==> src/rtl/tmr_pkg.sv <==
package tmr_pkg;
  localparam logic [2:0] A_CTRL   = 3'd0;
  localparam logic [2:0] A_STAT   = 3'd1;
  localparam logic [2:0] A_CNT_HI = 3'd2;
  localparam logic [2:0] A_CNT_LO = 3'd3;
  localparam logic [2:0] A_CAP_HI = 3'd4;
  localparam logic [2:0] A_CAP_LO = 3'd5;
  localparam logic [2:0] A_CMP_HI = 3'd6;
  localparam logic [2:0] A_CMP_LO = 3'd7;

  // flag index i sits at status/enable bit (DATA_W-1-i)
  localparam int unsigned NUM_FLAGS = 3;
  localparam int unsigned F_CAP = 0;
  localparam int unsigned F_CMP = 1;
  localparam int unsigned F_OVF = 2;

  localparam int unsigned CTRL_EDGE_BIT = 1;
  localparam int unsigned CTRL_LVL_BIT  = 0;

  localparam int unsigned NUM_PAIRS = 2;
  localparam int unsigned P_CNT = 0;
  localparam int unsigned P_CAP = 1;
endpackage

==> src/rtl/tmr_counter.sv <==
module tmr_counter #(
  parameter int unsigned CNT_W = 16,
  parameter logic [CNT_W-1:0] RST_VAL = '1
) (
  input  logic             clk_i,
  input  logic             rst_ni,
  input  logic             tick_i,
  output logic [CNT_W-1:0] cnt_o,
  output logic [CNT_W-1:0] cnt_next_o,
  output logic             wrap_o
);
  logic [CNT_W-1:0] cnt_q;

  assign cnt_next_o = cnt_q + CNT_W'(1);
  assign wrap_o     = tick_i && (cnt_q == '1);
  assign cnt_o      = cnt_q;

  always_ff @(posedge clk_i or negedge rst_ni) begin
    if (!rst_ni)     cnt_q <= RST_VAL;
    else if (tick_i) cnt_q <= cnt_next_o;
  end

  assert_count_step_R2: assert property (@(posedge clk_i) disable iff (!rst_ni)
    ($past(rst_ni) && $past(tick_i)) |-> (cnt_q == $past(cnt_q) + CNT_W'(1)));
  assert_count_hold_R2: assert property (@(posedge clk_i) disable iff (!rst_ni)
    ($past(rst_ni) && !$past(tick_i)) |-> $stable(cnt_q));
  assert_wrap_zero_R2: assert property (@(posedge clk_i) disable iff (!rst_ni)
    ($past(rst_ni) && $past(wrap_o)) |-> (cnt_q == '0));
endmodule

==> src/rtl/tmr_capture.sv <==
module tmr_capture #(
  parameter int unsigned CNT_W       = 16,
  parameter int unsigned SYNC_STAGES = 2
) (
  input  logic             clk_i,
  input  logic             rst_ni,
  input  logic             pin_i,
  input  logic             aux_i,
  input  logic             rise_sel_i,
  input  logic [CNT_W-1:0] cnt_i,
  output logic             evt_o,
  output logic [CNT_W-1:0] cap_o
);
  logic [SYNC_STAGES-1:0] sync_q;
  logic                   prev_q;
  logic                   pin_s;
  logic                   edge_hit;
  logic [CNT_W-1:0]       cap_q;

  generate
    if (SYNC_STAGES == 1) begin : g_sync1
      always_ff @(posedge clk_i or negedge rst_ni) begin
        if (!rst_ni) sync_q <= '0;
        else         sync_q <= pin_i;
      end
    end else begin : g_syncn
      always_ff @(posedge clk_i or negedge rst_ni) begin
        if (!rst_ni) sync_q <= '0;
        else         sync_q <= {sync_q[SYNC_STAGES-2:0], pin_i};
      end
    end
  endgenerate

  assign pin_s = sync_q[SYNC_STAGES-1];

  always_ff @(posedge clk_i or negedge rst_ni) begin
    if (!rst_ni) prev_q <= 1'b0;
    else         prev_q <= pin_s;
  end

  assign edge_hit = rise_sel_i ? (pin_s & ~prev_q) : (~pin_s & prev_q);
  assign evt_o    = edge_hit | aux_i;

  always_ff @(posedge clk_i or negedge rst_ni) begin
    if (!rst_ni)    cap_q <= '0;
    else if (evt_o) cap_q <= cnt_i;
  end
  assign cap_o = cap_q;

  assert_cap_load_R4: assert property (@(posedge clk_i) disable iff (!rst_ni)
    ($past(rst_ni) && $past(evt_o)) |-> (cap_q == $past(cnt_i)));
  assert_cap_hold_R4: assert property (@(posedge clk_i) disable iff (!rst_ni)
    ($past(rst_ni) && !$past(evt_o)) |-> $stable(cap_q));
endmodule

==> src/rtl/tmr_compare.sv <==
module tmr_compare #(
  parameter int unsigned DATA_W = 8,
  localparam int unsigned CNT_W = 2 * DATA_W
) (
  input  logic              clk_i,
  input  logic              rst_ni,
  input  logic              wr_hi_i,
  input  logic              wr_lo_i,
  input  logic [DATA_W-1:0] wdata_i,
  input  logic              tick_i,
  input  logic [CNT_W-1:0]  cnt_next_i,
  input  logic              level_i,
  output logic [CNT_W-1:0]  cmp_o,
  output logic              match_o,
  output logic              pin_o
);
  logic [DATA_W-1:0] hi_q, lo_q;
  logic              inhibit_q;
  logic              pin_q;

  always_ff @(posedge clk_i or negedge rst_ni) begin
    if (!rst_ni) begin
      hi_q      <= '0;
      lo_q      <= '0;
      inhibit_q <= 1'b0;
    end else begin
      if (wr_hi_i) begin
        hi_q      <= wdata_i;
        inhibit_q <= 1'b1;
      end
      if (wr_lo_i) begin
        lo_q      <= wdata_i;
        inhibit_q <= 1'b0;
      end
    end
  end

  assign cmp_o   = {hi_q, lo_q};
  assign match_o = tick_i && !inhibit_q && (cnt_next_i == cmp_o);

  always_ff @(posedge clk_i or negedge rst_ni) begin
    if (!rst_ni)      pin_q <= 1'b0;
    else if (match_o) pin_q <= level_i;
  end
  assign pin_o = pin_q;

  assert_pin_level_R6: assert property (@(posedge clk_i) disable iff (!rst_ni)
    ($past(rst_ni) && $past(match_o)) |-> (pin_o == $past(level_i)));
  assert_inhibit_pin_R7: assert property (@(posedge clk_i) disable iff (!rst_ni)
    ($past(rst_ni) && $past(inhibit_q)) |-> $stable(pin_o));
endmodule

==> src/rtl/tmr_flag.sv <==
module tmr_flag (
  input  logic clk_i,
  input  logic rst_ni,
  input  logic set_i,
  input  logic arm_i,
  input  logic clr_i,
  output logic flag_o
);
  logic flag_q, arm_q;

  always_ff @(posedge clk_i or negedge rst_ni) begin
    if (!rst_ni) begin
      flag_q <= 1'b0;
      arm_q  <= 1'b0;
    end else if (clr_i && arm_q) begin
      flag_q <= set_i;  // a fresh event wins over the clear
      arm_q  <= 1'b0;
    end else begin
      if (set_i)           flag_q <= 1'b1;
      if (arm_i && flag_q) arm_q  <= 1'b1;
    end
  end
  assign flag_o = flag_q;

  assert_arm_implies_flag_R8: assert property (@(posedge clk_i) disable iff (!rst_ni)
    arm_q |-> flag_q);
  assert_clear_needs_arm_R9: assert property (@(posedge clk_i) disable iff (!rst_ni)
    $fell(flag_q) |-> ($past(arm_q) && $past(clr_i)));
endmodule

==> src/rtl/tmr_pair_buf.sv <==
module tmr_pair_buf #(
  parameter int unsigned DATA_W = 8
) (
  input  logic              clk_i,
  input  logic              rst_ni,
  input  logic              hi_rd_i,
  input  logic              lo_rd_i,
  input  logic [DATA_W-1:0] lo_live_i,
  output logic [DATA_W-1:0] lo_o
);
  logic              held_q;
  logic [DATA_W-1:0] lo_q;

  always_ff @(posedge clk_i or negedge rst_ni) begin
    if (!rst_ni) begin
      held_q <= 1'b0;
      lo_q   <= '0;
    end else if (hi_rd_i) begin
      held_q <= 1'b1;
      lo_q   <= lo_live_i;
    end else if (lo_rd_i) begin
      held_q <= 1'b0;
    end
  end

  assign lo_o = held_q ? lo_q : lo_live_i;

  assert_hold_stable_R11: assert property (@(posedge clk_i) disable iff (!rst_ni)
    (held_q && !hi_rd_i && $past(held_q)) |-> $stable(lo_q));
endmodule

==> src/rtl/timer16_cc.sv <==
module timer16_cc
  import tmr_pkg::*;
#(
  parameter int unsigned DATA_W      = 8,
  parameter int unsigned SYNC_STAGES = 2,
  parameter logic [2*DATA_W-1:0] CNT_RST = 16'hFFFC
) (
  input  logic              clk_i,
  input  logic              rst_ni,
  input  logic              tick_i,
  input  logic              bus_en_i,
  input  logic              bus_we_i,
  input  logic [2:0]        bus_addr_i,
  input  logic [DATA_W-1:0] bus_wdata_i,
  output logic [DATA_W-1:0] bus_rdata_o,
  input  logic              cap_pin_i,
  input  logic              cap_aux_i,
  output logic              cmp_pin_o,
  output logic              irq_o
);
  localparam int unsigned CNT_W = 2 * DATA_W;

  logic rd_stb, wr_stb;
  assign rd_stb = bus_en_i && !bus_we_i;
  assign wr_stb = bus_en_i &&  bus_we_i;

  // control register
  logic [NUM_FLAGS-1:0] ie_q;
  logic                 edge_q, lvl_q;
  logic                 ctrl_wr;
  logic                 unused_wdata;
  assign ctrl_wr      = wr_stb && (bus_addr_i == A_CTRL);
  assign unused_wdata = ^bus_wdata_i[DATA_W-NUM_FLAGS-1:CTRL_EDGE_BIT+1];

  always_ff @(posedge clk_i or negedge rst_ni) begin
    if (!rst_ni) begin
      ie_q  <= '0;
      lvl_q <= 1'b0;
    end else if (ctrl_wr) begin
      for (int i = 0; i < NUM_FLAGS; i++) ie_q[i] <= bus_wdata_i[DATA_W-1-i];
      lvl_q <= bus_wdata_i[CTRL_LVL_BIT];
    end
  end

  // edge select survives reset by design
  always_ff @(posedge clk_i) begin
    if (ctrl_wr) edge_q <= bus_wdata_i[CTRL_EDGE_BIT];
  end

  // datapath
  logic [CNT_W-1:0] cnt, cnt_next, cap, cmp;
  logic             wrap, cap_evt, match;

  tmr_counter #(.CNT_W(CNT_W), .RST_VAL(CNT_RST)) u_cnt (
    .clk_i, .rst_ni, .tick_i,
    .cnt_o(cnt), .cnt_next_o(cnt_next), .wrap_o(wrap)
  );

  tmr_capture #(.CNT_W(CNT_W), .SYNC_STAGES(SYNC_STAGES)) u_cap (
    .clk_i, .rst_ni, .pin_i(cap_pin_i), .aux_i(cap_aux_i),
    .rise_sel_i(edge_q), .cnt_i(cnt), .evt_o(cap_evt), .cap_o(cap)
  );

  tmr_compare #(.DATA_W(DATA_W)) u_cmp (
    .clk_i, .rst_ni,
    .wr_hi_i(wr_stb && (bus_addr_i == A_CMP_HI)),
    .wr_lo_i(wr_stb && (bus_addr_i == A_CMP_LO)),
    .wdata_i(bus_wdata_i), .tick_i, .cnt_next_i(cnt_next),
    .level_i(lvl_q), .cmp_o(cmp), .match_o(match), .pin_o(cmp_pin_o)
  );

  // flags
  logic [NUM_FLAGS-1:0] flag_set, flag_clr, flags;
  logic                 stat_rd;
  assign stat_rd         = rd_stb && (bus_addr_i == A_STAT);
  assign flag_set[F_CAP] = cap_evt;
  assign flag_set[F_CMP] = match;
  assign flag_set[F_OVF] = wrap;
  assign flag_clr[F_CAP] = rd_stb && (bus_addr_i == A_CAP_LO);
  assign flag_clr[F_CMP] = wr_stb && (bus_addr_i == A_CMP_LO);
  assign flag_clr[F_OVF] = rd_stb && (bus_addr_i == A_CNT_LO);

  for (genvar g = 0; g < NUM_FLAGS; g++) begin : g_flag
    tmr_flag u_flag (
      .clk_i, .rst_ni, .set_i(flag_set[g]), .arm_i(stat_rd),
      .clr_i(flag_clr[g]), .flag_o(flags[g])
    );
  end

  assign irq_o = |(flags & ie_q);

  // coherent low-byte readers
  logic [NUM_PAIRS-1:0]    pair_hi_rd, pair_lo_rd;
  logic [DATA_W-1:0]       pair_live [NUM_PAIRS];
  logic [DATA_W-1:0]       pair_lo   [NUM_PAIRS];
  assign pair_hi_rd[P_CNT] = rd_stb && (bus_addr_i == A_CNT_HI);
  assign pair_lo_rd[P_CNT] = rd_stb && (bus_addr_i == A_CNT_LO);
  assign pair_hi_rd[P_CAP] = rd_stb && (bus_addr_i == A_CAP_HI);
  assign pair_lo_rd[P_CAP] = rd_stb && (bus_addr_i == A_CAP_LO);
  assign pair_live[P_CNT]  = cnt[DATA_W-1:0];
  assign pair_live[P_CAP]  = cap[DATA_W-1:0];

  for (genvar p = 0; p < NUM_PAIRS; p++) begin : g_pair
    tmr_pair_buf #(.DATA_W(DATA_W)) u_buf (
      .clk_i, .rst_ni, .hi_rd_i(pair_hi_rd[p]), .lo_rd_i(pair_lo_rd[p]),
      .lo_live_i(pair_live[p]), .lo_o(pair_lo[p])
    );
  end

  // read mux
  logic [DATA_W-1:0] ctrl_rd, stat_rdata;
  always_comb begin
    ctrl_rd    = '0;
    stat_rdata = '0;
    for (int i = 0; i < NUM_FLAGS; i++) begin
      ctrl_rd[DATA_W-1-i]    = ie_q[i];
      stat_rdata[DATA_W-1-i] = flags[i];
    end
    ctrl_rd[CTRL_EDGE_BIT] = edge_q;
    ctrl_rd[CTRL_LVL_BIT]  = lvl_q;
  end

  always_comb begin
    case (bus_addr_i)
      A_CTRL:   bus_rdata_o = ctrl_rd;
      A_STAT:   bus_rdata_o = stat_rdata;
      A_CNT_HI: bus_rdata_o = cnt[CNT_W-1:DATA_W];
      A_CNT_LO: bus_rdata_o = pair_lo[P_CNT];
      A_CAP_HI: bus_rdata_o = cap[CNT_W-1:DATA_W];
      A_CAP_LO: bus_rdata_o = pair_lo[P_CAP];
      A_CMP_HI: bus_rdata_o = cmp[CNT_W-1:DATA_W];
      default:  bus_rdata_o = cmp[DATA_W-1:0];
    endcase
  end

  assert_irq_needs_flag_R10: assert property (@(posedge clk_i) disable iff (!rst_ni)
    irq_o |-> (flags != '0));
  assert_irq_masked_R10: assert property (@(posedge clk_i) disable iff (!rst_ni)
    (ie_q == '0) |-> !irq_o);
  assert_ovf_flag_set_R2: assert property (@(posedge clk_i) disable iff (!rst_ni)
    ($past(rst_ni) && $past(wrap)) |-> flags[F_OVF]);
endmodule

==> config.mk <==
export PLATFORM = sky130hd
export DESIGN_NAME = timer16_cc
export DESIGN_NICKNAME = d
export VERILOG_FILES = /design/src/rtl/tmr_pkg.sv /design/src/rtl/tmr_counter.sv /design/src/rtl/tmr_capture.sv /design/src/rtl/tmr_compare.sv /design/src/rtl/tmr_flag.sv /design/src/rtl/tmr_pair_buf.sv /design/src/rtl/timer16_cc.sv
export SDC_FILE = /design/constraint.sdc
export NUM_CORES = 1
export LEC_CHECK = 0
export ABC_AREA = 1
export ABC_CLOCK_PERIOD_IN_PS = 1500
export BUFFER_PORTS_ARGS = -buffer_cell sky130_fd_sc_hd__buf_2
export CAP_MARGIN = 20
export CORE_MARGIN = 2
export CORE_UTILIZATION = 55
export CTS_BUF_LIST = sky130_fd_sc_hd__clkbuf_4
export DETAILED_ROUTE_END_ITERATION = 12
export PLACE_DENSITY = 0.83
export SLEW_MARGIN = 15
export SYNTH_ARGS = -nofsm -noshare
export SYNTH_HDL_FRONTEND = slang
export SYNTH_SLANG_ARGS = --single-unit
export TNS_END_PERCENT = 10
==> constraint.sdc <==
create_clock -name clk_i -period 1.5 [get_ports clk_i]
set_clock_uncertainty 0.05 [all_clocks]
set_input_delay 0.15 -clock clk_i [delete_from_list [all_inputs] [get_ports clk_i]]
set_output_delay 0.15 -clock clk_i [all_outputs]
set_load 0.01 [all_outputs]
# After elaboration in Yosys (flattened, before gate mapping)
# Cells that the tools add are included.
# Widths: inputs -> output; s select.
dict set report word_totals {
  regBits 82
  inputBits 18
  output_inout_bits 10
  elab_cells 91
}
dict set report op_classes {
  add_sub_neg 1
  n_eq_ne 9
  mux 22
  n_bitwise 6
  reduce_logical 32
}
# cell count
set ops {}
lappend ops {{$pmux 8 s7} 1}
lappend ops {{$logic_and 1x1->1} 19}
lappend ops {{$mux 1} 19}
lappend ops {{$reduce_bool 2->1} 9}
lappend ops {{$add 16x1->16 const B} 1}
lappend ops {{$eq 16x16->1} 1}
lappend ops {{$eq 16x16->1 const B} 1}
lappend ops {{$mux 8} 2}
lappend ops {{$eq 3x3->1 const B} 4}
lappend ops {{$eq 3x2->1 const B} 2}
lappend ops {{$and 3x3->3} 1}
lappend ops {{$eq 3x1->1 const B} 1}
lappend ops {{$logic_not 3->1} 1}
lappend ops {{$reduce_or 3->1} 1}
lappend ops {{$and 1x1->1} 2}
lappend ops {{$logic_not 1->1} 2}
lappend ops {{$not 1->1} 2}
lappend ops {{$or 1x1->1} 1}

# Logic depth before layout (Yosys ltp)
# Gate-level depths: netlist of run 1.
dict set report depth {
  word_depth 6
  ltp_mapped 14
  depth_no_buf 14
}

# Modules after synthesis
# Synthesis of run 1 repeated with hierarchy kept, for this count alone.
dict set report hier_totals {
  hier_cells 677
  hier_area_um2 4758.3
}
# module instances cells_per_inst area_per_inst_um2
set by_module_without_submodules {}
lappend by_module_without_submodules {tmr_counter 1 140 999.7}
lappend by_module_without_submodules {tmr_compare 1 145 977.2}
lappend by_module_without_submodules {tmr_pair_buf 2 64 446.7}
lappend by_module_without_submodules {timer16_cc 1 153 857.1}
lappend by_module_without_submodules {tmr_capture 1 78 779.5}
lappend by_module_without_submodules {tmr_flag 3 11 83.8}

# Worst setup path before layout of run 1
# Ideal clock, no wire load.
dict set report synth_path {
  path_kind {register to register}
  start {register u_cnt.cnt_q[10], in the netlist u_cnt.cnt_o[10]}
  end {register u_cmp.pin_q, in the netlist u_cmp.pin_o}
  setup_ns 0.117
  arrival_time_ns 1.497
  t_required_ns 1.333
  slack_ns -0.164
  path_stages_with_launch 13
  path_buffers 1
  synth_period_minus_slack_ns 1.664
  path_cell_list {dfstp_2 buf_2 nand2_1 nor2_1 nand4_1 nand3_1 nand2_1 inv_1 nand3_1 nor2_1 nand2_1 nand2_1 nand2_1}
}
dict set report synth_between {
  elab_chain_cells 3
}
# item line_no
set synth_rtl {}
lappend synth_rtl {{from (decl)} tmr_counter.sv:12} ;# logic [CNT_W-1:0] cnt_q;
lappend synth_rtl {{from (signal assigned)} tmr_counter.sv:20} ;# else if (tick_i) cnt_q <= cnt_next_o;
lappend synth_rtl {{$add 16x1->16} tmr_counter.sv:14} ;# assign cnt_next_o = cnt_q + CNT_W'(1);
lappend synth_rtl {{$eq 16x16->1} tmr_compare.sv:39} ;# assign match_o = tick_i && !inhibit_q && (cnt_next_i == cmp_o);
lappend synth_rtl {{$logic_and 1x1->1} tmr_compare.sv:39}
lappend synth_rtl {{to (signal assigned)} tmr_compare.sv:43} ;# else if (match_o) pin_q <= level_i;
lappend synth_rtl {{to (decl)} tmr_compare.sv:19} ;# logic pin_q;
# No other way between the ends.
# A chain may end at the register's enable or synchronous reset.

# Worst setup path in the final report of run 1
dict set report layout_path {
  start {register g_pair[1].u_buf.held_q}
  end {output port bus_rdata_o[7]}
}
dict set report layout_between {
  elab_chain_cells 2
}
# item line_no
set layout_rtl {}
lappend layout_rtl {{from (decl)} tmr_pair_buf.sv:11} ;# logic held_q;
lappend layout_rtl {{from (signal assigned)} tmr_pair_buf.sv:16} ;# held_q <= 1'b0;
lappend layout_rtl {{from (signal assigned)} tmr_pair_buf.sv:19} ;# held_q <= 1'b1;
lappend layout_rtl {{from (signal assigned)} tmr_pair_buf.sv:22} ;# held_q <= 1'b0;
lappend layout_rtl {{$mux 8} tmr_pair_buf.sv:26} ;# assign lo_o = held_q ? lo_q : lo_live_i;
lappend layout_rtl {{$pmux 8 s7} timer16_cc.sv:124} ;# case (bus_addr_i)
lappend layout_rtl {{to (decl)} timer16_cc.sv:15} ;# output logic [DATA_W-1:0] bus_rdata_o,
# No other way between the ends.

==> results.md, run 1 <==
* Outcome: finished with violations
* Failing checks: negative setup slack
* Worst-path clk slew at 130 ps
* WL final at between 10 and 15 mm
* Proportion of synthesized flip-flops having asynchronous set or reset at a little under 100%
* Sequential fraction of the synthesis area at around half
* Number of synthesized flops with an enable pin at 1
* Avg Inst Size Synth at 7.61 um2
* Headroom to the max-slew limit at ~76%
* Antenna Cells at 0
* Buffers and inverters on the worst path at 3
* Netlist area before placement at around 4300 um2
* Largest net degree at the start of global routing at 56
* Post-synthesis sequential element count at just over 80
* GR met3 Demand/Resource at under 10%
* Post-synth cell types at 34
* Crit share post-route at 138%
* Met1 track demand over resource at ~46%
* Chip Width at between 90 and 100 um
* Average via count per standard cell at 5.60
* Number of nets produced by synthesis at between 500 and 600
* Std-Cell Rows at 32
* Most common flop cell mapped by yosys: dfrtp_1
* Number of antenna violations at the first check in global routing at 0
* Measured slew at the worst slew-check pin at about 360 ps
* Number of pins with negative max-slew slack in the final report at 0
* Number of nets at the end of the flow at 698
* Number of max-cap violations at 0
* Standard cell core area at 7650 um2
* DRC violations left at 0
* Worst path max stage delay at between 400 and 500 ps
* Routability congestion estimate from global placement at ~0.91
* Pwr Density at 1300 nW/um2
* Clk Tree Root Cell: clkbuf_4
* Antenna viol nets, final at 0
* Global route total overflow at 0
* Crit end category: output pin
* Die height at a little over 90 um
* Average wire per standard cell at ~17 um
* Most congested layer reported by global routing: met2
* Met2 Track Usage GR at a little over half
* Count of final setup violators at 16
* Critical path, cell by cell: clkinvlp_4, buf_6, nand2_2, a21oi_2, a211oi_2, o211ai_1, buf_2
* Worst path slowest cell: dfrtp_2
* Cell Area, Placed at between 5000 and 6000 um2
* Final cell area excluding filler cells at 5570 um2
* Number of clock sinks seen by CTS at just over 80
* TritonCTS clock tree: done
* Peak Freq at between 400 and 500 MHz
* Unrepaired setup endpoints after global routing: true
* Die outline area at 8510 um2
* Vias at about 4,400
* Core occupancy in the finished layout at 72.8%
* Final Hold Viols at 0
* Synth-to-Final Area Change at 30.1%
* Clock latency on the worst-skew pair at around 440 ps
* Total Neg Setup Slack at -5310 ps
* Starting Density at between 50% and 60%
* # IOs at 28
* DRT iter0 DRCs at approximately 410
* IR Drop Worst-Case VDD at a little under 0.7 mV
* Crit path required time at ~1300 ps
* Arrival time of the worst setup path at around 1900 ps
* Dpl hpwl at approximately 10 mm
* Number of detailed-routing iterations run before antenna repair at 5
* Count of yosys warnings during synthesis at 0
* Slack of the critical path at -564 ps
* Kind of critical path: reg -> out
* Maximum level of the CTS H-tree at 3
* Class of the worst hold path: in -> reg
* Via count of the first global-routing pass at roughly 4,200
* Critical Path Start Type: flop
* Synthesized instance count at approximately 560
* Time the worst path needs with I/O delays and setup at 2060 ps
* Buffers from clock root to sink, at most at 2
* Wire length of the first global-routing pass at around 21 mm
* Placement-stage worst setup slack at -469 ps
* Largest fanout of any net on the critical path at 7
* Lkg Pwr at ~2.6 nW
* Port buffer count at 27
* Tot GR Track Use at roughly 33%
* Largest delay share family, worst path: buffers and inverters
* Layout cells sized above 1 at between 20% and 30%
* TritonCTS buffer count at 9
[path summary, 6_finish.rpt]
path,endpoint,cells after the start,startpoint,slack [ps]
min in group asynchronous,g_pair[1].u_buf.lo_q[0],3,rst_ni,190
min reg2reg,u_cap.sync_q[1],0,u_cap.sync_q[0],360
max in group asynchronous,u_cnt.cnt_o[6],3,rst_ni,850
min,g_pair[1].u_buf.held_q,5,bus_we_i,140
max reg2reg,u_cmp.pin_o,14,u_cnt.cnt_o[4],-430
max,bus_rdata_o[7],7,g_pair[1].u_buf.held_q,-560
[sequential cells by signal (all words and copies together) (netlist names), 2 cells and up]
signal                count
g_flag.u_flag.arm_q       3
g_flag.u_flag.flag_o      3
g_pair.u_buf.held_q       2
g_pair.u_buf.lo_q        16
ie_q                      3
u_cap.cap_o              16
u_cap.sync_q              2
u_cmp.hi_q                8
u_cmp.lo_q                8
u_cnt.cnt_o              16
[metal layers]
layer  wire [um]  up-vias  part of all wire (%)
li1            -     2063                     -
met1        5440     2089                    41
met2        6460      224                    48
met3        1100       26                   8.2
met4         373        0                   2.8
met5           0        -                     0
[where the power goes]
part	switching [mW]	leakage, nW	internal (mW)
clock	0.787	0.0535	0.345
sequential	0.417	0.997	2.81
combinational	1.59	1.55	1.32
[through the flow]
stage / cells / hold slack (ps) / total power [mW]
finish: 786 / 141 / 7.26
global route: 786 / 159 / 7.71
CTS: 781 / 126 / 6.97
detailed placement: 748 / 120 / 5.64
global placement: 748 / 118 / 5.53
floorplan: 563 / -196 / 4.47
[logic make-up after synthesis]
group / after synthesis / synth area share (%)
simple gates: 271 / 26.5
compound gates: 118 / 15.2
buf+inv: 85 / 7.62
flops: 82 / 48.4
xor+xnor: 5 / 1.67
mux: 1 / 0.263
fa+ha+maj: 1 / 0.292
[synth_stat cells (3+ instances only)]
cell type / instances / share of area, %
a211oi_1: 4 / 0.70
nand2_2: 3 / 0.44
nor2_2: 4 / 0.58
o21ai_0: 82 / 9.6
nand2_1: 184 / 16
inv_1: 67 / 5.9
nand4_1: 5 / 0.73
inv_2: 4 / 0.35
dfstp_2: 14 / 8.6
a22o_1: 3 / 0.61
xor2_1: 3 / 0.61
nor2_1: 31 / 2.7
clkbuf_1: 8 / 0.70
dfrtp_1: 67 / 39
o22ai_1: 5 / 0.73
o21ai_1: 4 / 0.47
nand3_1: 37 / 4.3
buf_2: 6 / 0.70
a21oi_1: 10 / 1.2
[worst reg2reg max path, stage by stage, from the launching register on]
cell and delay [ps]:
dfstp_2 560, buf_4 140, nand2_2 110, nor2_4 140, nand2_2 90, nand2_1 80, nand2_1 90, nand2_1 70
nand2_1 50, nor2_1 90, nand3_1 110, nor2_2 120, nand2_1 80, nand2_1 60, nand2_1 40
[cells in the final DEF, fill, tap and decap left out, types with 3 or more instances in the layout]
cell type and instances:
o21ai_1 18, clkbuf_4 10, xor2_1 3, buf_4 73, o21ai_0 63, inv_1 63
o21ai_2 5, buf_6 5, nand3_4 3, nor2_1 26, nand2_1 181, a211oi_2 4
dfrtp_2 3, nand3_1 35, o22ai_1 4, nor2_2 7, a21oi_1 9, buf_12 4
dlygate4sd3_1 11, inv_4 3, nand2_2 5, a22o_1 3, dfrtp_1 64, nand4_1 5
buf_2 26, inv_2 4, clkinvlp_4 4, nor2_4 3, dfstp_2 14
[final cells by class]
cell class                      instances  area (um2)
Clock buffer                           10        75.1
Clock inverter                          6        35.0
Fill cell                             604        2080
Inverter                               71         278
Multi-Input combinational cell        396        2050
Sequential cell                        82        2080
Tap cell                              102         128
Timing Repair Buffer                  119         925
[timing repair]
action / 4_1_cts / 5_1_grt
hold endpoints to repair: 104 / 0
buffers inserted: 6 / 5
hold buffers: 11 / 0
resized for setup: 25 / 42
pin swaps: 5 / 14
setup endpoints to repair: 16 / 21
(Power assumes the default switching activity.)
==> run 2, diff against run 1 <==
--- a/config.mk
+++ b/config.mk
@@ -16,2 +16,3 @@
 export PLACE_DENSITY = 0.83
+export SETUP_SLACK_MARGIN = 0.2
 export SLEW_MARGIN = 15
==> constraint.sdc (replaced) <==
create_clock -name clk_i -period 1.5 [get_ports clk_i]
set_clock_uncertainty 0.05 [all_clocks]
set_input_delay 0.3 -clock clk_i [delete_from_list [all_inputs] [get_ports clk_i]]
set_output_delay 0.3 -clock clk_i [all_outputs]
set_load 0.01 [all_outputs]
==> results.md, run 2 (same netlist as run 1, synthesis figures left out) <==
* Total area of multi-input combinational cells at between 2000 and 2500 um2
* Outcome: finished with violations
* Count of final setup violators at 19
* Routability congestion estimate from global placement at about 0.98
* Average wire per standard cell at 17.3 um
* Slack of the critical path at -796 ps
* Fill cell count at about 560
* Worst hold slack across all endpoints at roughly 14 ps
* Final cell area excluding filler cells at about 5700 um2
* DRT iter0 DRCs at about 440
* Clock network fraction of design power at 19.3%
* Cell with the most instances on the worst path: buf_6
* Standard cell core area at roughly 7600 um2
* Global route total overflow at 0
* Crit path required time at approximately 1200 ps
* Measured slew at the worst slew-check pin at 342 ps
* Synth-to-Final Area Change at 32.8%
* Wire length of the first global-routing pass at about 22 mm
* Die height at between 90 and 100 um
* # IOs at 28
* Kind of critical path: reg -> out
* Clock latency on the worst-skew pair at approximately 450 ps
* Lkg Pwr at around 2.7 nW
* Worst-path clk slew at around 140 ps
* Final Hold Viols at 0
* Cell Area, Placed at a little over 5000 um2
* Largest net degree at the start of global routing at 30
* Largest fanout of any net on the critical path at 3
* Antenna viol nets, final at 0
* TritonCTS buffer count at 9
* Chip Width at roughly 92 um
* Number of detailed-routing iterations run before antenna repair at 6
* Total internal power at roughly 4.8 mW
* Number of clock sinks seen by CTS at between 80 and 90
* Worst path slowest cell: dfrtp_2
* IR Drop Worst-Case VDD at 0.846 mV
* Worst path max stage delay at approximately 450 ps
* Buffers and inverters on the worst path at 4
* Sequential cell area at between 2000 and 2500 um2
* WL final at between 10 and 15 mm
* Number of pins with negative max-slew slack in the final report at 0
* Class of the worst hold path: in -> reg
* Placed cell count at 760
* Tot GR Track Use at roughly 34%
* Std-Cell Rows at 32
* Crit end category: output pin
* Headroom to the max-slew limit at around 77%
* Critical Path Start Type: flop
* Die outline area at approximately 8500 um2
* Layout cells sized above 1 at approximately a third
* Vias at roughly 4,600
* Average via count per standard cell at roughly 5.8
* Number of antenna violations at the first check in global routing at 0
* Arrival time of the worst setup path at 1950 ps
* DRC violations left at 0
* Comb power frac at 38.8%
* Via count of the first global-routing pass at 4,396
* Fin cells at approximately 790
* Largest delay share family, worst path: buffers and inverters
* Dpl hpwl at approximately 10 mm
* TritonCTS clock tree: done
* Time the worst path needs with I/O delays and setup at about 2300 ps
* Port buffer count at 27
* Antenna Cells at 0
* Pwr Density at about 1400 nW/um2
* Crit share post-route at 153%
* Failing checks: negative setup slack
* Critical path, cell by cell: buf_6, buf_6, buf_6, nand2_4, o21ai_2, a2111oi_2, o21ai_1, buf_2
* Number of nets at the end of the flow at just over 700
* Peak Freq at roughly 440 MHz
* Sequential Power Share at 41.9%
* Sw Share at 37.5%
* Maximum level of the CTS H-tree at 3
* Core occupancy in the finished layout at roughly three quarters
* Unrepaired setup endpoints after global routing: true
* Clk Tree Root Cell: clkbuf_4
* Starting Density at between 50 and 60%
* Number of max-cap violations at 0
* Most frequent standard cell in the layout excluding fill and tap cells: nand2_1
* Placement-stage worst setup slack at -451 ps
* Commonest cells after routing, fill and taps aside: 176 x nand2_1, 85 x buf_4, 65 x dfrtp_1
* Buffers from clock root to sink, at most at 2
* Net switching component of the power at 2.89 mW
## run 2: cell count changes in the layout (fill, tap and decap cells not counted), sizes merged
cell,change
clkbuf,-1
buf,+16
bufinv,+2
clkinvlp,-4
dlygate4sd3,-8
inv,+3
## run 2: worst paths after layout
path | startpoint | end | slack (ps) | cells after the start
min in group asynchronous | rst_ni | u_cmp.lo_q[7] | 230 | 2
worst min-delay path | bus_wdata_i[4] | u_cmp.lo_q[4] | 10 | 3
worst max-delay path | g_pair[0].u_buf.held_q | bus_rdata_o[1] | -800 | 8
worst max register to register | u_cnt.cnt_o[2] | u_cmp.pin_o | -550 | 12
worst min register to register | u_cap.sync_q[0] | u_cap.sync_q[1] | 310 | 0
max in group asynchronous | rst_ni | g_pair[0].u_buf.held_q | 580 | 3
## run 2: what timing repair did
action | CTS | global route
buffers inserted | 4 | 11
endpoints found under the setup margin | 38 | 56
endpoints found under the hold margin | 21 | 1
hold buffers | 2 | 1
resized for setup | 43 | 48
pin swaps | 10 | 19
## run 2: power by group through the flow
stage,Sequential [mW],Clock (mW),Combinational [mW]
floorplan,3.15,0,1.36
global placement,3.22,0,2.33
detailed placement,3.25,0,2.43
CTS,3.19,1.49,2.67
global route,3.28,1.58,3.23
finish,3.22,1.49,2.99
## run 2: worst register-to-register path, stage by stage (launching register included)
cell and delay [ps]:
dfstp_2 550, buf_4 140, nand3_2 130, nor2_2 160, nand4_1 130, nand2_1 130
nand2_1 100, nand2_1 110, nand3_2 110, nor2_2 140, nand2_1 110, nand2_1 70
nand2_1 60
## run 2: routing by layer
metal | track usage (%) | vias up | part of all wire, %
met1 | 43.8 | 2108 | 39
met5 | 0 | - | 0
met3 | 6.90 | 73 | 9.6
li1 | - | 2084 | -
met2 | 55.1 | 302 | 47
met4 | 14.2 | 0 | 4.5
## run 2: final cells by class
class,count,share of cell area (%)
inverter,71,4.73
clock inverter,7,1.61
timing repair buffer,127,16.9
tap,102,2.24
sequential,82,36.5
clock buffer,9,1.19
multi-input combinational,396,36.8
## run 2: metrics by stage
step | TNS (ps) | total power [mW]
after floorplan | -363 | 4.51
after global placement | -5720 | 5.55
after detailed placement | -7430 | 5.69
after CTS | -6420 | 7.35
after global routing | -8650 | 8.09
final | -7050 | 7.70
